File: src/rtl/snp_pkg.sv
package snp_pkg;

   typedef enum logic [3:0] {
      ST_INV     = 4'd0,
      ST_SHR     = 4'd1,
      ST_EXC     = 4'd2,
      ST_PRD     = 4'd3,
      ST_PWM     = 4'd4,
      ST_PWB_RD  = 4'd5,
      ST_PWB_WM  = 4'd6,
      ST_PWB_SHR = 4'd7,
      ST_PWB_INV = 4'd8
   } line_st_e;

   typedef enum logic [1:0] {
      CMD_IDLE   = 2'd0,
      CMD_RDMISS = 2'd1,
      CMD_WRMISS = 2'd2,
      CMD_WBACK  = 2'd3
   } bus_cmd_e;

   localparam logic [1:0] VIS_INV  = 2'd0;
   localparam logic [1:0] VIS_SHR  = 2'd1;
   localparam logic [1:0] VIS_EXC  = 2'd2;
   localparam logic [1:0] VIS_BUSY = 2'd3;

   function automatic logic st_stable(input line_st_e s);
      return (s == ST_INV) || (s == ST_SHR) || (s == ST_EXC);
   endfunction

   function automatic logic st_valid(input line_st_e s);
      return (s == ST_SHR) || (s == ST_EXC);
   endfunction

endpackage

File: src/rtl/snp_tag_cmp.sv
module snp_tag_cmp #(
   parameter int WIDTH = 16,
   parameter int SLICE = 8
) (
   input  logic [WIDTH-1:0] a,
   input  logic [WIDTH-1:0] b,
   output logic             eq
);
   localparam int NSL  = (WIDTH + SLICE - 1) / SLICE;
   localparam int PADW = NSL * SLICE;

   logic [PADW-1:0] a_pad;
   logic [PADW-1:0] b_pad;
   logic [NSL-1:0]  sl_eq;

   generate
      if (PADW == WIDTH) begin : g_nopad
         assign a_pad = a;
         assign b_pad = b;
      end else begin : g_pad
         assign a_pad = {{(PADW-WIDTH){1'b0}}, a};
         assign b_pad = {{(PADW-WIDTH){1'b0}}, b};
      end
      for (genvar i = 0; i < NSL; i++) begin : g_slice
         assign sl_eq[i] = (a_pad[i*SLICE +: SLICE] == b_pad[i*SLICE +: SLICE]);
      end
   endgenerate

   assign eq = &sl_eq;
endmodule

File: src/rtl/snp_line_store.sv
module snp_line_store #(
   parameter int ADDR_W = 16,
   parameter int DATA_W = 32
) (
   input  logic              clk,
   input  logic              rst_n,
   input  logic              tag_we,
   input  logic [ADDR_W-1:0] tag_in,
   input  logic              data_we,
   input  logic [DATA_W-1:0] data_in,
   output logic [ADDR_W-1:0] tag_q,
   output logic [DATA_W-1:0] data_q
);
   always_ff @(posedge clk or negedge rst_n) begin
      if (!rst_n) begin
         tag_q <= '0;
      end else if (tag_we) begin
         tag_q <= tag_in;
      end
   end

   always_ff @(posedge clk or negedge rst_n) begin
      if (!rst_n) begin
         data_q <= '0;
      end else if (data_we) begin
         data_q <= data_in;
      end
   end
endmodule

File: src/rtl/snp_bus_drive.sv
module snp_bus_drive
   import snp_pkg::*;
#(
   parameter int ADDR_W = 16,
   parameter int DATA_W = 32
) (
   input  line_st_e          st,
   input  logic [ADDR_W-1:0] req_addr,
   input  logic [ADDR_W-1:0] tag,
   input  logic [DATA_W-1:0] data,
   output logic              bus_req,
   output logic [1:0]        bus_cmd,
   output logic [ADDR_W-1:0] bus_addr,
   output logic [DATA_W-1:0] bus_wdata,
   output logic [1:0]        vis_state
);
   bus_cmd_e cmd;

   always_comb begin
      cmd       = CMD_IDLE;
      vis_state = VIS_BUSY;
      unique case (st)
         ST_INV:     vis_state = VIS_INV;
         ST_SHR:     vis_state = VIS_SHR;
         ST_EXC:     vis_state = VIS_EXC;
         ST_PRD:     cmd = CMD_RDMISS;
         ST_PWM:     cmd = CMD_WRMISS;
         ST_PWB_RD,
         ST_PWB_WM,
         ST_PWB_SHR,
         ST_PWB_INV: cmd = CMD_WBACK;
         default:    cmd = CMD_IDLE;
      endcase
   end

   assign bus_req   = (cmd != CMD_IDLE);
   assign bus_cmd   = cmd;
   assign bus_addr  = ((cmd == CMD_RDMISS) || (cmd == CMD_WRMISS)) ? req_addr : tag;
   assign bus_wdata = (cmd == CMD_WBACK) ? data : '0;
endmodule

File: src/rtl/snp_line_ctrl.sv
module snp_line_ctrl
   import snp_pkg::*;
#(
   parameter int ADDR_W    = 16,
   parameter int DATA_W    = 32,
   parameter int CMP_SLICE = 8
) (
   input  logic              clk,
   input  logic              rst_n,
   input  logic              cpu_req,
   input  logic              cpu_we,
   input  logic [ADDR_W-1:0] cpu_addr,
   input  logic [DATA_W-1:0] cpu_wdata,
   output logic              cpu_ready,
   output logic [DATA_W-1:0] cpu_rdata,
   input  logic              snoop_valid,
   input  logic              snoop_wr,
   input  logic [ADDR_W-1:0] snoop_addr,
   output logic              bus_req,
   input  logic              bus_gnt,
   output logic [1:0]        bus_cmd,
   output logic [ADDR_W-1:0] bus_addr,
   output logic [DATA_W-1:0] bus_wdata,
   input  logic [DATA_W-1:0] bus_fill,
   output logic [1:0]        line_state
);
   generate
      if (ADDR_W < 1 || DATA_W < 1) begin : g_bad_width
         $error("snp_line_ctrl: ADDR_W and DATA_W must be at least 1");
      end
      if (CMP_SLICE < 1 || CMP_SLICE > ADDR_W) begin : g_bad_slice
         $error("snp_line_ctrl: CMP_SLICE must lie in 1..ADDR_W");
      end
   endgenerate

   line_st_e          state_q, state_n;
   logic [ADDR_W-1:0] req_addr_q;
   logic              req_addr_we;
   logic [ADDR_W-1:0] tag_q;
   logic [DATA_W-1:0] data_q;
   logic              tag_we, data_we, data_from_cpu;
   logic [DATA_W-1:0] data_in;
   logic              cpu_tag_eq, snp_tag_eq;
   logic              cpu_hit, snoop_hit, accept;

   snp_tag_cmp #(.WIDTH(ADDR_W), .SLICE(CMP_SLICE)) u_cpu_cmp (
      .a(cpu_addr), .b(tag_q), .eq(cpu_tag_eq)
   );

   snp_tag_cmp #(.WIDTH(ADDR_W), .SLICE(CMP_SLICE)) u_snp_cmp (
      .a(snoop_addr), .b(tag_q), .eq(snp_tag_eq)
   );

   assign cpu_hit   = st_valid(state_q) && cpu_tag_eq;
   assign snoop_hit = snoop_valid && st_valid(state_q) && snp_tag_eq;
   assign cpu_ready = st_stable(state_q) && !snoop_hit;
   assign accept    = cpu_req && cpu_ready;

   always_comb begin
      state_n       = state_q;
      tag_we        = 1'b0;
      data_we       = 1'b0;
      data_from_cpu = 1'b0;
      req_addr_we   = 1'b0;
      unique case (state_q)
         ST_INV: begin
            if (accept) begin
               req_addr_we = 1'b1;
               state_n     = cpu_we ? ST_PWM : ST_PRD;
            end
         end
         ST_SHR: begin
            if (snoop_hit) begin
               if (snoop_wr) state_n = ST_INV;
            end else if (accept) begin
               if (cpu_we) begin
                  req_addr_we = 1'b1;
                  state_n     = ST_PWM;
               end else if (!cpu_hit) begin
                  req_addr_we = 1'b1;
                  state_n     = ST_PRD;
               end
            end
         end
         ST_EXC: begin
            if (snoop_hit) begin
               state_n = snoop_wr ? ST_PWB_INV : ST_PWB_SHR;
            end else if (accept) begin
               if (cpu_hit) begin
                  if (cpu_we) begin
                     data_we       = 1'b1;
                     data_from_cpu = 1'b1;
                  end
               end else begin
                  req_addr_we = 1'b1;
                  state_n     = cpu_we ? ST_PWB_WM : ST_PWB_RD;
               end
            end
         end
         ST_PRD: begin
            if (bus_gnt) begin
               tag_we  = 1'b1;
               data_we = 1'b1;
               state_n = ST_SHR;
            end
         end
         ST_PWM: begin
            if (bus_gnt) begin
               tag_we  = 1'b1;
               data_we = 1'b1;
               state_n = ST_EXC;
            end
         end
         ST_PWB_RD:  if (bus_gnt) state_n = ST_PRD;
         ST_PWB_WM:  if (bus_gnt) state_n = ST_PWM;
         ST_PWB_SHR: if (bus_gnt) state_n = ST_SHR;
         ST_PWB_INV: if (bus_gnt) state_n = ST_INV;
         default:    state_n = ST_INV;
      endcase
   end

   assign data_in = data_from_cpu ? cpu_wdata : bus_fill;

   always_ff @(posedge clk or negedge rst_n) begin
      if (!rst_n) begin
         state_q <= ST_INV;
      end else begin
         state_q <= state_n;
      end
   end

   always_ff @(posedge clk or negedge rst_n) begin
      if (!rst_n) begin
         req_addr_q <= '0;
      end else if (req_addr_we) begin
         req_addr_q <= cpu_addr;
      end
   end

   snp_line_store #(.ADDR_W(ADDR_W), .DATA_W(DATA_W)) u_store (
      .clk     (clk),
      .rst_n   (rst_n),
      .tag_we  (tag_we),
      .tag_in  (req_addr_q),
      .data_we (data_we),
      .data_in (data_in),
      .tag_q   (tag_q),
      .data_q  (data_q)
   );

   snp_bus_drive #(.ADDR_W(ADDR_W), .DATA_W(DATA_W)) u_drive (
      .st        (state_q),
      .req_addr  (req_addr_q),
      .tag       (tag_q),
      .data      (data_q),
      .bus_req   (bus_req),
      .bus_cmd   (bus_cmd),
      .bus_addr  (bus_addr),
      .bus_wdata (bus_wdata),
      .vis_state (line_state)
   );

   assign cpu_rdata = data_q;
endmodule

File: config.mk
export PLATFORM = sky130hd
export DESIGN_NAME = snp_line_ctrl
export DESIGN_NICKNAME = d
export VERILOG_FILES = /design/src/rtl/snp_pkg.sv /design/src/rtl/snp_tag_cmp.sv /design/src/rtl/snp_line_store.sv /design/src/rtl/snp_bus_drive.sv /design/src/rtl/snp_line_ctrl.sv
export SDC_FILE = /design/constraint.sdc
export NUM_CORES = 1
export LEC_CHECK = 0
export CAP_MARGIN = 20
export CORE_ASPECT_RATIO = 1.25
export CORE_UTILIZATION = 45
export DETAILED_ROUTE_END_ITERATION = 10
export DONT_BUFFER_PORTS = 1
export GPL_ROUTABILITY_DRIVEN = 0
export GPL_TIMING_DRIVEN = 0
export PLACE_DENSITY = 0.63
export SYNTH_ARGS = -nofsm -noshare
export SYNTH_HDL_FRONTEND = slang
export SYNTH_SLANG_ARGS = --single-unit
File: constraint.sdc
create_clock -name clk -period 4 [get_ports clk]
set_input_delay 0.4 -clock clk [delete_from_list [all_inputs] [get_ports clk]]
set_output_delay 0.4 -clock clk [all_outputs]
set_load 0.005 [all_outputs]
* After elaboration in Yosys (flattened, before gate mapping)
Index checks and enable logic that the tools add are counted.
** Storage, ports and cells
- Register bits :: 68
- Logic and storage cells :: 87
- Output and inout bits :: 86
** Cells by class
- Reduce and logical (&&, ||, !) cells :: 18
- Multiplexer cells :: 39
- Equal/unequal tests :: 26
** Operator list (count)
- 2-to-1 mux 32 bit :: 2
- 2-to-1 mux 4 bit :: 15
- equality test 8 bit :: 4
- case mux 4 bit (8 select lines) :: 1
- equality test 4 x 3 -> 1 bit, second input constant :: 4
- 2-to-1 mux 16 bit :: 1
- 2-to-1 mux 1 bit :: 14
- != test 3 bit, second input constant :: 4
- case mux 2 bit (3 select lines) :: 2
- AND reduction 11 bit :: 1
- != test 2 bit, second input constant :: 5
- equality test 4 x 2 -> 1 bit, second input constant :: 2
- logical AND 1 bit :: 5
- equality test 2 bit, second input constant :: 2
- equality test 4 x 1 -> 1 bit, second input constant :: 1
- equality test 4 bit, second input constant :: 1
- logical NOT 4 bit :: 1
- logical OR 1 bit :: 4
- != test 4 bit, second input constant :: 1
- AND reduction 2 bit :: 2
- OR reduction 2 bit :: 2
- OR reduction 4 bit :: 1
- 2-to-1 mux 3 bit :: 1
- case mux 1 bit (3 select lines) :: 1
- other kinds (6) :: 6

* Logic depth before layout (Yosys ltp)
Gate-level depths: netlist (run 1).
- Word-level depth :: 11
- Gate-level depth with buffers :: 10
- Depth with buffers taken out :: 7

* By module
From an unflattened synthesis (run 1), not the netlist that was laid out.
** Second synthesis, totals
- Cell total of the unflattened synthesis :: 334
- Area, all modules :: 4414.2 um^2
** Modules (own cells, without submodules)
- snp_line_store :: cells each 102, instances 1, area each 1994.4 um^2
- snp_line_ctrl :: cells each 125, instances 1, area each 1507.7 um^2
- snp_bus_drive :: cells each 65, instances 1, area each 556.8 um^2
- snp_tag_cmp :: cells each 21, instances 2, area each 177.7 um^2

* Least setup slack after synthesis (run 1)
No wires, ideal clock.
- Path type :: register to output
- Start :: register state_q[0]
- End :: output bus_addr[10]
- Data required time :: 3.600 ns
- Cell stages (with the launch flop) :: 8
- Arrival :: 2.342 ns
- Slack :: 1.258 ns
- Path through :: dfrtp_1 buf_2 nor4b_1 a21oi_1 ha_1 clkbuf_1 clkbuf_1 mux2_2
** Between the ends
- Longest elaborated chain between the ends :: 6
- Elaborated cells on any way between the ends :: 12
- Those cells by class :: 8 x eq/ne; 2 x mux; 2 x reduce/logical
** Ends and longest elaborated chain
- from (decl) :: line snp_line_ctrl.sv:36 : line_st_e state_q, state_n;
- from (signal assigned) :: line snp_line_ctrl.sv:128 : state_q <= state_n;
- equality test 4 x 3 -> 1 bit or equality test 4 bit (tied branches) :: line snp_bus_drive.sv:22 : unique case (st)
- OR reduction 4 bit :: line snp_bus_drive.sv:22
- case mux 2 bit (3 select lines) * :: line snp_bus_drive.sv:22
- equality test 2 x 1 -> 1 bit or equality test 2 bit (tied branches) :: line snp_bus_drive.sv:38 : assign bus_addr = ((cmd == CMD_RDMISS) || (cmd == CMD_WRMISS)) ? req_addr : tag;
- logical OR 1 bit * :: line snp_bus_drive.sv:38
- 2-to-1 mux 16 bit * :: line snp_bus_drive.sv:38
- to (decl) :: line snp_line_ctrl.sv:22 : output logic [ADDR_W-1:0] bus_addr,
Every way passes the cells marked *; elsewhere a longest branch is shown, timed or not.

* Worst setup path in the final report (run 1)
- Start :: register state_q[0]
- End :: output bus_addr[14]
Same word-level chain as after synthesis.

==> flow_metrics.py, run 1 <==
metrics = {
    "die": {
        "die_width_um": 86.7,
        "rows": 38,
        "dieArea_um2": 9340,
        "start_util": 0.463,
        "boundaryPins": 189,
        "core-area_um2": 8700,
        "die_y_um": 108,
    },
    "logic_synthesis": {
        "synth_most_common_cell": "dfrtp_1",
        "synthTopCellsByArea": "dfrtp_1 42%, mux2_2 11%, mux2i_1 8.2%, xnor2_1 6.3%, and2_1 5.1%",
        "syn-mean-instance-area_um2": 10.4,
        "yosys_warnings": 0,
        "synth.distinct_cells": 42,
        "ys_top_cells_by_count": "68 x dfrtp_1, 41 x nor2_1, 38 x mux2_2",
        "synthCells": 386,
        "synth_edf_count": 0,
        "synth_top_area_share": 0.422,
        "synth_seq_cells": 68,
        "ys.flop_type": "dfrtp_1",
        "yosysTopAreaCell": "dfrtp_1",
        "syn_nets": 491,
        "netlist_area_um2": 4030,
        "synth_seq_area_share": 0.422,
        "async_reset_ff_frac": 1.00,
    },
    "global_route": {
        "grt_overflow_total": 0,
        "grt_pass1_vias": 3066,
        "gr-usage-all-layers": 0.223,
        "antenna_found_initial": 0,
        "grt_pass1_wl_um": 15600,
        "grt_max_degree": 69,
    },
    "clocking": {
        "cts_buffers": 9,
        "clockBufferDepth": 2,
        "post_cts.resized_instances": 0,
        "htree_levels": 3,
        "postCtsSetupRepairBufs": 0,
        "clk_latency_ns": 0.35,
        "cts_tree": "done",
        "clk_pin_slew_ns": 0.08,
        "hold_buffers": 2,
        "clock_sinks": 68,
        "clockRootBuffer": "clkbuf_8",
    },
    "routing": {
        "detail_route.first_pass.iterations": 4,
        "wl_per_cell_um": 19.3,
        "viasPerCell": 5.58,
        "drc": 0,
        "vias": 2918,
        "wl_um": 10100,
        "ant_nets": 0,
        "drtIter0Drc": 113,
    },
    "sta": {
        "max_slew_margin": 0.536,
        "layout_min_cycle_time_ns": 3.59,
        "tightest_slew_ns": 0.696,
        "final_hold_viol_count": 0,
        "rsz0062_at_grt": "no",
        "drv_slew": 0,
        "finClkSkew_ns": 0.0117,
        "tns_ns": 0,
        "setup_viol": 0,
        "max_freq_ghz": 0.278,
        "fin_crit_sh": 0.899,
    },
    "critical_path": {
        "arrival_ns": 3.19,
        "slowest_stage": "clkbuf_1",
        "critPathCaptureType": "output pin",
        "r2r-start": "u_store.tag_q[4]$_DFFE_PN0P_",
        "critPathKind": "reg -> out",
        "required_ns": 3.60,
        "cp_max_fo": 10,
        "slowest_delay_ns": 0.53,
        "r2r-end": "u_store.data_q[9]$_DFFE_PN0P_",
        "rrSetupSlack_ns": 1.37,
        "crit_family": "buffers and inverters",
        "start_kind": "flop",
        "crit_chain": "buf_2 > nor4b_1 > a21oi_1 > ha_1 > clkbuf_1 > clkbuf_1 > mux2_2",
        "path_buf_inv": 3,
        "cpMostUsedCell": "clkbuf_1",
        "reg2regPathDepth": 8,
    },
    "run": {
        "max_cap_violations": 0,
    },
    "pwr": {
        "peakVddDrop_mv": 0.319,
        "power_density_nw_per_um2": 850,
        "power.leakage_nw": 1.83,
    },
    "placed_design": {
        "dp_hpwl_um": 7730,
        "io_buffers": 0,
    },
    "hold_path": {
        "holdCritStartpoint": "cpu_addr[14]",
        "min-delay-path-class": "in -> reg",
        "hold_end": "req_addr_q[14]$_DFFE_PN0P_",
        "worstHoldPathCells": 1,
    },
    "cells_and_area": {
        "drive_above_1_share": 0.203,
        "fin_nets": 504,
        "diodes": 0,
        "syn2layout_area_growth_pct": 9.93,
        "final_util": 0.509,
    },
    "status": {
        "status": "completed",
    },
}
==> worst max path at each step <==
stage	startpoint	cells after the start	slack, ns	end
floorplan	state_q[0]$_DFFE_PN0P_	7	1.26	bus_addr[10]
global placement	state_q[0]$_DFFE_PN0P_	7	0.75	bus_addr[5]
CTS	state_q[0]$_DFFE_PN0P_	7	0.32	bus_addr[14]
global route	state_q[1]$_DFFE_PN0P_	9	0.17	bus_addr[5]
finish	state_q[0]$_DFFE_PN0P_	7	0.41	bus_addr[14]
detailed placement	state_q[0]$_DFFE_PN0P_	7	0.73	bus_addr[14]
==> per-layer routing <==
layer,up-vias,share of wire,track usage
li1,1359,-,-
met3,13,0.073,0.0621
met1,1421,0.39,0.250
met5,-,0,0
met2,125,0.52,0.404
met4,0,0.013,0.0714
==> worst register-to-register path: cells and delay by family (launching register included) <==
kind | cells | cell delay (ns)
and+or+nand+nor | 5 | 1.38
DFF | 1 | 0.44
buffers and inverters | 1 | 0.33
xor gates and xnor gates | 1 | 0.28
AOI/OAI and AO/OA | 1 | 0.06
==> sequential cells by signal, summed over array words and instances (netlist names) <==
register and count:
state_q 4, u_store.data_q 32, req_addr_q 16, u_store.tag_q 16
==> cell families (layout without fill, tap and decap cells) <==
kind of cell | after synthesis | count (layout) | share of synthesized area
flops | 68 | 68 | 0.422
fa+ha+maj | 2 | 2 | 0.00621
simple gates | 118 | 118 | 0.161
compound gates | 53 | 53 | 0.0742
mux | 82 | 82 | 0.228
buf+inv | 30 | 47 | 0.0348
xor+xnor | 33 | 33 | 0.0736
==> final cells by class <==
type | count | area [um2]
clock buffers | 9 | 124
fillers | 799 | 4270
repair buffers | 2 | 37.5
clock inverters | 6 | 88.8
inverters | 7 | 26.3
flip-flops and latches | 68 | 1700
well taps | 120 | 150
plain buffers | 23 | 114
multi-input cells | 288 | 2190
==> cell usage in the layout (no fill, tap or decap), drive strengths merged, types with 2 or more instances in the layout <==
master and count:
nor2 42, a21o 2, mux2 49, o211ai 2, clkbuf 22, buf 11
xor2 4, nor4 2, and2 33, mux2i 33, dfrtp 68, xnor2 29
nand3 3, nand2 11, a21oi 36, inv 8, or3 2, ha 2
nor3 5, nand4 15, clkinvlp 2, bufinv 2, o21ai 5, a31oi 3
nor2b 2
==> where the power goes <==
group / switching (mW) / total [mW] / internal [mW]
clock: 0.278 / 0.627 / 0.349
combinational: 0.849 / 1.74 / 0.890
sequential: 0.361 / 1.40 / 1.04
==> through the flow <==
stage	hold slack [ns]	setup WS [ns]	instances	area, um2	total power [mW]
after global placement	0.106	0.745	506	4180	3.11
after floorplan	0.104	1.26	386	4030	2.74
after detailed placement	0.106	0.728	506	4180	3.15
after global routing	0.162	0.173	523	4430	4.05
after CTS	0.156	0.323	523	4430	3.82
final	0.175	0.405	523	4430	3.77
(Power assumes the default switching activity.)
==> inputs of run 2 (changes only) <==
ABC_AREA = 1   (was not set)
RECOVER_POWER = 50   (was not set)
==> run 2 against run 1 <==
Effect of this change:
- the run now ends with max-capacitance violations, max-slew violations left
- global-route usage rose by 4.9 points
- combinational power fell by 5%
- design area rose by 7.4%
- largest power group unchanged
- critical path depth rose by 3
- critical endpoint is now bus_addr[15]
- sequential power fell by 7%
- maximum frequency rose by 14%
- wire length rose by 28%
- largest cell class unchanged
==> flow_metrics.py, run 2 <==
metrics = {
    "pwr": {
        "total_power_mw": 3.94,
        "power_density_nw_per_um2": 828,
        "clock_power_share": 0.248,
        "seqPwrFrac": 0.331,
        "netSwitchingFraction": 0.448,
        "power.leakage_nw": 2.61,
        "p_sw_mw": 1.76,
        "peakVddDrop_mv": 0.317,
        "combPwrFrac": 0.421,
        "intPower_mw": 2.18,
    },
    "routing": {
        "viasPerCell": 5.30,
        "vias": 4126,
        "ant_nets": 0,
        "drtIter0Drc": 192,
        "wl_per_cell_um": 16.7,
        "wl_um": 13000,
        "detail_route.first_pass.iterations": 4,
        "drc": 0,
    },
    "logic_synthesis": {
        "async_reset_ff_frac": 1.00,
        "synthCells": 636,
        "yosys_warnings": 0,
        "syn_nets": 741,
        "ys_top_cells_by_count": "210 x nand2_1, 115 x nand3_1, 93 x inv_1",
        "synth_most_common_cell": "nand2_1",
        "synth_seq_area_share": 0.396,
        "synth_top_area_share": 0.396,
        "synth_edf_count": 0,
        "yosysTopAreaCell": "dfrtp_1",
        "synthTopCellsByArea": "dfrtp_1 40%, nand2_1 18%, nand3_1 13%, inv_1 8.1%, o21ai_0 4.1%",
        "syn-mean-instance-area_um2": 6.75,
        "synth_seq_cells": 68,
        "netlist_area_um2": 4290,
        "ys.flop_type": "dfrtp_1",
        "synth.distinct_cells": 31,
    },
    "cells_and_area": {
        "nFillCells": 925,
        "final_cell_mix": "213 x nand2_1, 117 x nand3_1, 93 x inv_1",
        "largest-register": "u_store.data_q",
        "syn2layout_area_growth_pct": 10.9,
        "reg_top3": "u_store.data_q (32), req_addr_q (16), u_store.tag_q (16)",
        "largest_reg_flops": 32,
        "drive_above_1_share": 0.0703,
        "fin_nets": 754,
        "finalNonFillerCells": 778,
        "final_common_cell": "nand2_1",
    },
    "status": {
        "violations": "max-capacitance violations, max-slew violations",
        "status": "complete, but fails checks",
    },
    "critical_path": {
        "start_kind": "flop",
        "reg2regPathDepth": 13,
        "crit_chain": "nor2_1 > inv_1 > nor2_1 > inv_1 > nand2_1 > inv_1 > ha_1 > clkbuf_1 > nand2_1 > o21ai_0",
        "crit_path_start": "state_q[2]$_DFFE_PN0P_",
        "cp_max_fo": 10,
        "critPathCaptureType": "output pin",
        "r2r-start": "state_q[2]$_DFFE_PN0P_",
        "arrival_ns": 2.76,
        "rrSetupSlack_ns": 0.86,
        "slowest_stage": "clkbuf_1",
        "required_ns": 3.60,
        "r2r-end": "req_addr_q[13]$_DFFE_PN0P_",
        "slowest_delay_ns": 0.51,
        "cpMostUsedCell": "inv_1",
        "critPathKind": "reg -> out",
    },
    "global_route": {
        "grt_overflow_total": 0,
        "grt_pass1_vias": 4092,
        "grt_max_degree": 69,
        "gr-usage-met2": 0.502,
        "grt_pass1_wl_um": 20100,
        "use_met3": 0.0782,
        "top_usage_layer": "met2",
        "grt_use_met1": 0.283,
        "gr-usage-all-layers": 0.273,
        "antenna_found_initial": 1,
    },
    "clocking": {
        "clockRootBuffer": "clkbuf_16",
        "clk_pin_slew_ns": 0.06,
        "cts_tree": "done",
        "postCtsSetupRepairBufs": 0,
        "clock_sinks": 68,
        "cts_buffers": 9,
        "clockBufferDepth": 2,
        "htree_levels": 3,
        "clk_latency_ns": 0.33,
    },
    "sta": {
        "tightest_slew_ns": 1.72,
        "rsz0062_at_grt": "no",
        "finClkSkew_ns": 0.00756,
        "max_freq_ghz": 0.316,
        "drv_slew": 69,
        "layout_min_cycle_time_ns": 3.16,
        "worst_slack_ns": 0.836,
        "final_hold_viol_count": 0,
        "fin_crit_sh": 0.791,
        "max_slew_margin": -0.149,
        "tns_ns": 0,
        "setup_viol": 0,
    },
    "die": {
        "dieArea_um2": 9940,
        "boundaryPins": 189,
        "start_util": 0.465,
        "die_width_um": 89.4,
        "die_y_um": 111,
        "core-area_um2": 9220,
        "rows": 39,
    },
    "placed_design": {
        "io_buffers": 0,
        "dp_cells": 759,
        "post-place-ws_ns": 1.27,
        "dp_hpwl_um": 9940,
    },
    "hold_path": {
        "hold_end": "state_q[3]$_DFFE_PN0P_",
        "worstHoldPathCells": 1,
        "min-delay-path-class": "in -> reg",
        "holdCritStartpoint": "bus_gnt",
    },
    "run": {
        "max_cap_violations": 1,
    },
}
## run 2: what timing repair did
| action | CTS | global route |
|---|---|---|
| hold endpoints to repair | 68 | 0 |
| resized for setup | 0 | 0 |
| hold buffers | 2 | 0 |
## run 2: cell type report
class	instances	area, um2	share of cell area
multi-input cells	445	2030	0.427
flip-flops and latches	68	1700	0.358
plain buffers	27	130	0.0273
clock inverters	7	139	0.0292
inverters	96	360	0.0757
well taps	123	154	0.0323
diodes	1	2.50	0.000526
repair buffers	2	15.0	0.00315
clock buffers	9	225	0.0473
## run 2: critical path: cells and delay by family, from the launching register on
kind / cells / cell delay (ns)
adder cells (fa/ha/maj): 1 / 0.40
AND/OR/NAND/NOR: 4 / 0.70
buffers and inverters: 4 / 0.75
flip-flops: 1 / 0.40
AO/OA/AOI/OAI: 1 / 0.17
## run 2: logic make-up (layout without fill, tap and decap cells)
| kind of cell | count (synthesis) | count (layout) | synth area share |
|---|---|---|---|
| adder cells (fa/ha/maj) | 2 | 2 | 0.00583 |
| buffers and inverters | 123 | 141 | 0.119 |
| XOR/XNOR | 7 | 7 | 0.0143 |
| other | 0 | 1 | 0 |
| AO/OA/AOI/OAI | 58 | 58 | 0.0746 |
| flip-flops | 68 | 68 | 0.396 |
| AND/OR/NAND/NOR | 378 | 378 | 0.389 |
## run 2: worst max-delay path by stage
stage	to	slack (ns)	cells after the start
2_1_floorplan	bus_addr[10]	1.87	9
3_3_place_gp	bus_addr[15]	1.30	9
3_5_place_dp	bus_addr[15]	1.27	9
4_1_cts	bus_addr[15]	0.91	9
5_1_grt	bus_addr[2]	0.53	10
6_report	bus_addr[15]	0.84	10
## run 2: through the flow
step	util	cell area [um2]	hold slack (ns)
after floorplan	-	4290	0.104
after global placement	0.482	4450	0.106
after detailed placement	0.482	4450	0.106
after CTS	0.526	4850	0.163
after global routing	0.516	4760	0.173
final	0.516	4760	0.175
## run 2: routing by layer
layer / up-vias / wire (um)
met3: 13 / 1090
met2: 154 / 6790
met1: 1931 / 4890
li1: 2028 / -
met4: 0 / 211
met5: - / 0
## run 2: power groups by stage
stage                     sequential, mW  combinational [mW]  clock (mW)
after floorplan                     1.23                1.30           0
after global placement              1.30                1.70           0
final                               1.30                1.66       0.978
after CTS                           1.30                1.75       0.988
after detailed placement            1.31                1.73           0
after global routing                1.36                1.93        1.02
==> inputs of run 3 (changes only) <==
ABC_AREA = 0   (was 1)
clock period = 3.2 ns   (was 4 ns; I/O delays follow)
==> run 3 against run 2 <==
Effect of this change:
- the run still ends with max-capacitance violations, max-slew violations left
- via count fell by 29%
- combinational power rose by 30%
- design area fell by 7.6%
- highest routed layer unchanged
- clock-buffer cell count did not move
==> flow_metrics.py, run 3 (synthesized netlist as in run 1, its figures left out) <==
metrics = {
    "status": {
        "status": "complete, but fails checks",
        "violations": "max-capacitance violations, max-slew violations",
    },
    "run": {
        "max_cap_violations": 1,
    },
    "global_route": {
        "grt_pass1_wl_um": 15600,
        "grt_overflow_total": 0,
        "grt_pass1_vias": 3071,
        "antenna_found_initial": 0,
        "grt_max_degree": 69,
        "gr-usage-all-layers": 0.223,
    },
    "routing": {
        "wl_per_cell_um": 19.4,
        "vias": 2914,
        "ant_nets": 0,
        "drc": 0,
        "detail_route.first_pass.iterations": 4,
        "drtIter0Drc": 113,
        "viasPerCell": 5.59,
        "wl_um": 10100,
    },
    "critical_path": {
        "critPathKind": "reg -> out",
        "slowest_stage": "ha_2",
        "arrival_ns": 2.61,
        "critPathCaptureType": "output pin",
        "required_ns": 2.88,
        "crit_chain": "buf_2 > inv_1 > o21ai_0 > a21oi_1 > ha_2 > clkbuf_2 > mux2_2",
        "start_kind": "flop",
        "cp_max_fo": 10,
        "slowest_delay_ns": 0.47,
        "path_buf_inv": 3,
        "crit_family": "buffers and inverters",
    },
    "pwr": {
        "power_density_nw_per_um2": 1070,
        "power.leakage_nw": 1.81,
        "peakVddDrop_mv": 0.399,
        "total_power_mw": 4.70,
    },
    "sta": {
        "max_freq_ghz": 0.341,
        "tns_ns": 0,
        "layout_min_cycle_time_ns": 2.93,
        "fin_crit_sh": 0.917,
        "final_hold_viol_count": 0,
        "max_slew_margin": -0.105,
        "setup_viol": 0,
        "worst_slack_ns": 0.266,
        "rsz0062_at_grt": "no",
        "finClkSkew_ns": 0.0121,
        "tightest_slew_ns": 1.66,
        "drv_slew": 69,
    },
    "clocking": {
        "clockBufferDepth": 2,
        "clock_sinks": 68,
        "htree_levels": 3,
        "clk_pin_slew_ns": 0.08,
        "cts_tree": "done",
        "clk_latency_ns": 0.35,
        "cts_buffers": 9,
        "clockRootBuffer": "clkbuf_8",
    },
    "die": {
        "dieArea_um2": 9340,
        "core-area_um2": 8700,
        "rows": 38,
        "die_width_um": 86.7,
        "die_y_um": 108,
        "boundaryPins": 189,
        "start_util": 0.463,
    },
    "cells_and_area": {
        "syn2layout_area_growth_pct": 9.03,
        "nFillCells": 806,
        "fin_nets": 502,
        "drive_above_1_share": 0.207,
        "finalNonFillerCells": 521,
        "reg_top3": "u_store.data_q (32), req_addr_q (16), u_store.tag_q (16)",
        "largest_reg_flops": 32,
        "largest-register": "u_store.data_q",
        "final_common_cell": "dfrtp_1",
        "final_cell_mix": "68 x dfrtp_1, 41 x nor2_1, 38 x mux2_2",
        "diodes": 0,
    },
    "placed_design": {
        "dp_hpwl_um": 7730,
        "post-place-ws_ns": 0.00812,
        "io_buffers": 0,
        "dp_cells": 506,
    },
    "hold_path": {
        "min-delay-path-class": "in -> reg",
    },
}
-- run 3: cell count changes in the layout (fill, tap and decap cells not counted), moves of 33 or more --
| cell | previous run | this run |
|---|---|---|
| and2_1 | 0 | 33 |
| inv_1 | 93 | 7 |
| mux2_2 | 0 | 38 |
| mux2i_1 | 0 | 33 |
| nand2_1 | 213 | 11 |
| nand3_1 | 117 | 3 |
-- run 3: worst paths after layout --
check | from | end | slack (ns) | cells past startpoint
worst max-delay path | state_q[0]$_DFFE_PN0P_ | bus_addr[14] | 0.27 | 7
worst min-delay path | cpu_addr[14] | req_addr_q[14]$_DFFE_PN0P_ | 0.09 | 1
worst max register to register | state_q[0]$_DFFE_PN0P_ | u_store.data_q[21]$_DFFE_PN0P_ | 0.50 | 10
worst min register to register | req_addr_q[14]$_DFFE_PN0P_ | req_addr_q[14]$_DFFE_PN0P_ | 0.52 | 1
max in group asynchronous | rst_n | u_store.data_q[9]$_DFFE_PN0P_ | 1.26 | 2
min in group asynchronous | rst_n | u_store.tag_q[14]$_DFFE_PN0P_ | 0.93 | 2
-- run 3: metal layers --
metal / wire length [um] / GRT usage / part of all wire
met3: 736 / 0.0621 / 0.073
met1: 3920 / 0.250 / 0.39
met5: 0 / 0 / 0
met4: 138 / 0.0714 / 0.014
met2: 5300 / 0.405 / 0.53
-- run 3: through the flow --
step	instance area (um2)	hold WS [ns]	utilization
after CTS	4430	0.0758	0.509
after floorplan	4030	0.0244	-
after global placement	4180	0.0263	0.481
after global routing	4400	0.0825	0.505
after detailed placement	4180	0.0260	0.481
final	4400	0.0923	0.505
-- run 3: final cells by class --
type                            count  area, um2  area share
Multi-Input combinational cell    288       2180       0.497
Timing Repair Buffer                2       15.0     0.00342
Tap cell                          120        150      0.0342
Buffer                             21        106      0.0242
Clock inverter                      6       88.8      0.0202
Sequential cell                    68       1700       0.387
Clock buffer                        9        124      0.0282
Inverter                            7       26.3     0.00598
-- run 3: repair_timing --
item | in CTS | in global routing
hold buffers | 2 | 0
gates resized for setup | 2 | 1
buffers inserted | 0 | 0
endpoints found under the setup margin | 10 | 10
endpoints found under the hold margin | 68 | 0
-- run 3: power by group --
group          internal (mW)  switching, mW
clock network          0.436          0.348
registers               1.30          0.452
logic                   1.11           1.05
-- run 3: worst register-to-register path, cell delays in order (launching register included) --
cell and delay [ns]:
dfrtp_1 0.41, buf_2 0.20, inv_1 0.19, nand2_1 0.07, o22ai_1 0.14, and3_1 0.17, clkbuf_1 0.16, clkbuf_1 0.49
buf_2 0.41, mux2i_1 0.24, a21oi_1 0.09
